### config.mk
export PLATFORM = sky130hd
export DESIGN_NAME = bp_two_level
export DESIGN_NICKNAME = d
export VERILOG_FILES = /design/src/rtl/bp_pkg.sv /design/src/rtl/bp_ghr.sv /design/src/rtl/bp_pht.sv /design/src/rtl/bp_two_level.sv
export SDC_FILE = /design/constraint.sdc
export NUM_CORES = 1
export LEC_CHECK = 0
export ABC_AREA = 1
export BUFFER_PORTS_ARGS = -buffer_cell sky130_fd_sc_hd__clkbuf_2
export CELL_PAD_IN_SITES_DETAIL_PLACEMENT = 1
export CELL_PAD_IN_SITES_GLOBAL_PLACEMENT = 1
export CORE_MARGIN = 3
export CORE_UTILIZATION = 35
export DETAILED_ROUTE_END_ITERATION = 16
export GPL_ROUTABILITY_DRIVEN = 0
export MAX_ROUTING_LAYER = met4
export PLACE_DENSITY = 0.74
export SYNTH_ARGS = -nofsm -noshare
export SYNTH_HDL_FRONTEND = slang
export SYNTH_HIERARCHICAL = 1
export SYNTH_SLANG_ARGS = --single-unit
### constraint.sdc
create_clock -name clk_i -period 2.4 [get_ports clk_i]
set_clock_uncertainty 0.15 [all_clocks]
set_input_delay 0.12 -clock clk_i [delete_from_list [all_inputs] [get_ports clk_i]]
set_output_delay 0.12 -clock clk_i [all_outputs]
set_load 0.02 [all_outputs]
### src/rtl/bp_pkg.sv
package bp_pkg;
  typedef logic [1:0] ctr_t;

  localparam ctr_t CTR_WEAK_NT = 2'b01;

  function automatic ctr_t ctr_next(ctr_t c, logic taken);
    if (taken) return (c == 2'b11) ? c : c + 2'd1;
    else       return (c == 2'b00) ? c : c - 2'd1;
  endfunction
endpackage

### src/rtl/bp_ghr.sv
module bp_ghr #(
  parameter int unsigned HIST_W = 2
) (
  input  logic              clk_i,
  input  logic              rst_ni,
  input  logic              shift_i,
  input  logic              taken_i,
  output logic [HIST_W-1:0] hist_o
);
  logic [HIST_W-1:0] hist_q, hist_d;

  generate
    if (HIST_W == 1) begin : g_one
      assign hist_d = taken_i;
    end else begin : g_many
      assign hist_d = {hist_q[HIST_W-2:0], taken_i};
    end
  endgenerate

  always_ff @(posedge clk_i or negedge rst_ni) begin
    if (!rst_ni)      hist_q <= '0;
    else if (shift_i) hist_q <= hist_d;
  end

  assign hist_o = hist_q;
endmodule

### src/rtl/bp_pht.sv
module bp_pht
  import bp_pkg::*;
#(
  parameter int unsigned HIST_W = 2,
  parameter int unsigned IDX_W  = 4,
  localparam int unsigned ADDR_W  = HIST_W + IDX_W,
  localparam int unsigned ENTRIES = 1 << ADDR_W
) (
  input  logic              clk_i,
  input  logic              rst_ni,
  input  logic              upd_en_i,
  input  logic [ADDR_W-1:0] upd_idx_i,
  input  logic              upd_taken_i,
  output ctr_t              tbl_o [ENTRIES]
);
  for (genvar e = 0; e < ENTRIES; e++) begin : g_ent
    ctr_t ctr_q;
    logic hit;
    assign hit = upd_en_i && (upd_idx_i == ADDR_W'(e));

    always_ff @(posedge clk_i or negedge rst_ni) begin
      if (!rst_ni)  ctr_q <= CTR_WEAK_NT;
      else if (hit) ctr_q <= ctr_next(ctr_q, upd_taken_i);
    end

    assign tbl_o[e] = ctr_q;
  end
endmodule

### src/rtl/bp_two_level.sv
module bp_two_level
  import bp_pkg::*;
#(
  parameter int unsigned PC_W   = 32,
  parameter int unsigned HIST_W = 2,
  parameter int unsigned IDX_W  = 4,
  localparam int unsigned ADDR_W  = HIST_W + IDX_W,
  localparam int unsigned ENTRIES = 1 << ADDR_W
) (
  input  logic              clk_i,
  input  logic              rst_ni,
  input  logic [PC_W-1:0]   lookup_pc_i,
  output logic              pred_taken_o,
  output logic [HIST_W-1:0] hist_o,
  input  logic              res_valid_i,
  input  logic [PC_W-1:0]   res_pc_i,
  input  logic [HIST_W-1:0] res_hist_i,
  input  logic              res_taken_i
);
  logic [HIST_W-1:0] hist;
  logic [ADDR_W-1:0] look_idx, upd_idx;
  ctr_t              tbl [ENTRIES];

  // bits outside the index field are intentionally dropped
  logic unused_pc_bits;
  assign unused_pc_bits = ^{lookup_pc_i[PC_W-1:IDX_W+2], lookup_pc_i[1:0],
                            res_pc_i[PC_W-1:IDX_W+2], res_pc_i[1:0]};

  assign look_idx = {hist,       lookup_pc_i[IDX_W+1:2]};
  assign upd_idx  = {res_hist_i, res_pc_i[IDX_W+1:2]};

  bp_ghr #(.HIST_W(HIST_W)) u_ghr (
    .clk_i   (clk_i),
    .rst_ni  (rst_ni),
    .shift_i (res_valid_i),
    .taken_i (res_taken_i),
    .hist_o  (hist)
  );

  bp_pht #(.HIST_W(HIST_W), .IDX_W(IDX_W)) u_pht (
    .clk_i       (clk_i),
    .rst_ni      (rst_ni),
    .upd_en_i    (res_valid_i),
    .upd_idx_i   (upd_idx),
    .upd_taken_i (res_taken_i),
    .tbl_o       (tbl)
  );

  assign pred_taken_o = tbl[look_idx][1];
  assign hist_o       = hist;
endmodule

==> metrics.csv <==
metric,value,unit
path_class,reg2out,
drv_slew,0,
whs_path_depth,5,
wl,22600,um
rrSetupSlack,1.04,ns
holdPathEnd,u_pht/g_ent[30].ctr_q[1],
antennaDiodeCount,0,
nets,1192,
hold_class,in2reg,
via_per_inst,5.11,
routedWlPerCell,16.1,um
syn_nets,1172,
hold_start,res_pc_i[3],
cts_buffer_depth,2,
fillers,2655,
ys_seq_elements,130,
drive_gt1_share,12.1,%
path_clk_slew,0.06,ns
drt_iter0_drc,328,
status,"complete, no violations",
clock-root-buffer,clkbuf_16,
synth_seq_area_share,44.6,%
setup_tns,0,ns
p_leak,3.91,nW
place_hpwl,14700,um
rr_endpoint,u_pht/g_ent[63].ctr_q[0],
grt_pass1_wl,37500,um
die_y,152,um
setup_viol,0,
worst_slew_pin_slew,0.676,ns
clock_sinks,130,
die_x,152,um
finalHoldViolCount,0,
r2r_cells,5,
cts_tree,built,
arrival,1.76,ns
ys_types,22,
synth-warning-count,6,
clk_latency,0.43,ns
numPortBuffers,16,
numCtsBuffers,17,
timing.rr.start,u_pht/g_ent[63].ctr_q[0],
slew_headroom,54.9,%
ir_worst_vdd,0.000431,V
syn2layout_area_growth,12.8,%
crit_chain,"nand2_1, nand3_1, nand3_1, nand2_1, nand2_1, nand3_1, nand3_1, nand2_1, clkbuf_2",
dr.pass1.iters,4,
worstPathMaxFanout,5,
grt_use_total,20.5,%
fin_crit_sh,84.7,%
fmax,492,MHz
holdWs,0.0153,ns
cts_setup_buffers,0,
cp-start-kind,register,
critical_path.endpoint_type,primary output,
min_period,2.03,ns
cap_violations,0,
grt_pass1_vias,7226,
critical-path-max-stage-delay,0.41,ns
synthCells,1102,
antenna_found_initial,0,
io_pins,73,
cpMaxStageDelayCell,dfrtp_1,
drc,0,
core,20600,um2
syn-cell-area,7480,um2
pwr_density_cell,778,nW/um2
grt_max_degree,61,
avgSynthCellArea,6.79,um2
num_vias,7186,
dieArea,23200,um2
overflow,0,
initial_utilization,36.3,%
critPathRequiredTime,2.13,ns
rsz0062_at_grt,false,
layout_commonest_cell,nand2_1,
mostFrequentLayoutCells,"nand2_1 (420), o21ai_0 (166), nor2_1 (151)",
htree_levels,4,
ant_nets,0,
placementRows,52,
-- area by class of cell --
| class | instances | area [um2] | share of cell area (%) |
|---|---|---|---|
| inverters | 83 | 319 | 3.78 |
| well taps | 270 | 338 | 4.00 |
| clock inverters | 11 | 90.1 | 1.07 |
| clock buffers | 21 | 450 | 5.34 |
| flip-flops and latches | 130 | 3330 | 39.5 |
| repair buffers | 37 | 284 | 3.36 |
| multi-input cells | 853 | 3630 | 43.0 |
-- flip-flops by register name, indices dropped and copies added (netlist names) --
register,count
u_pht/g_ent.ctr_q,128
u_ghr/hist_o,2
-- worst max path at each step --
stage                                        start      endpoint  slack (ns)
after floorplan                     lookup_pc_i[3]  pred_taken_o        1.16
after global placement              lookup_pc_i[2]  pred_taken_o        0.49
after detailed placement            lookup_pc_i[2]  pred_taken_o        0.51
after CTS                 u_pht/g_ent[50].ctr_q[1]  pred_taken_o        0.35
final                     u_pht/g_ent[50].ctr_q[1]  pred_taken_o        0.37
after global routing      u_pht/g_ent[27].ctr_q[1]  pred_taken_o        0.21
-- cell usage after synthesis, drive strengths merged --
library cell / count / share of area (%)
nor2: 151 / 7.6
nand2: 420 / 21
a21oi: 1 / 0.067
inv: 83 / 4.3
nand3: 72 / 4.8
buf: 22 / 2.0
o211ai: 7 / 0.70
o2111ai: 9 / 1.1
or2: 10 / 0.84
dfstp: 64 / 22
nand3b: 2 / 0.20
clkbuf: 14 / 0.70
nand4: 2 / 0.17
o21ai: 179 / 12
dfrtp: 66 / 22
-- critical path: cells and delay by family, from the launching register on --
family	cells	cell delay [ns]
flip-flops	1	0.41
AND/OR/NAND/NOR	8	0.75
buffers and inverters	1	0.18
-- metrics by stage --
stage	total power, W	instance area (um2)	utilization [%]	std cells	worst slack, ns
6_report	0.00657	8440	40.9	1405	0.366
2_1_floorplan	0.00374	7480	-	1102	1.16
3_3_place_gp	0.00408	7840	38.0	1367	0.490
5_1_grt	0.00697	8440	40.9	1405	0.213
4_1_cts	0.00664	8440	40.9	1405	0.355
3_5_place_dp	0.00414	7840	38.0	1367	0.507
-- cell families after synthesis --
kind of cell           synth area share [%]
buffers and inverters                  6.96
and+or+nand+nor                        34.7
AOI/OAI and AO/OA                      13.8
DFF                                    44.6
-- metal layers --
metal  global-route usage (%)  vias to the layer above  wire length (um)
met1                     27.2                     3519             10900
met3                     3.04                       13               673
li1                         -                     3570                 -
met2                     33.0                       84             10800
met4                     5.52                        0               218
met5                        -                        -                 0
-- repair_timing --
action | 4_1_cts | 5_1_grt
gates resized for setup | 0 | 0
hold buffers | 6 | 0
hold endpoints to repair | 67 | 0
setup endpoints to repair | 0 | 0
-- power by group --
group	internal [W]	switching (W)
registers	0.00271	0.000314
clock network	0.00144	0.00101
logic	0.000380	0.000723
Power figures use the tool's default switching activity.
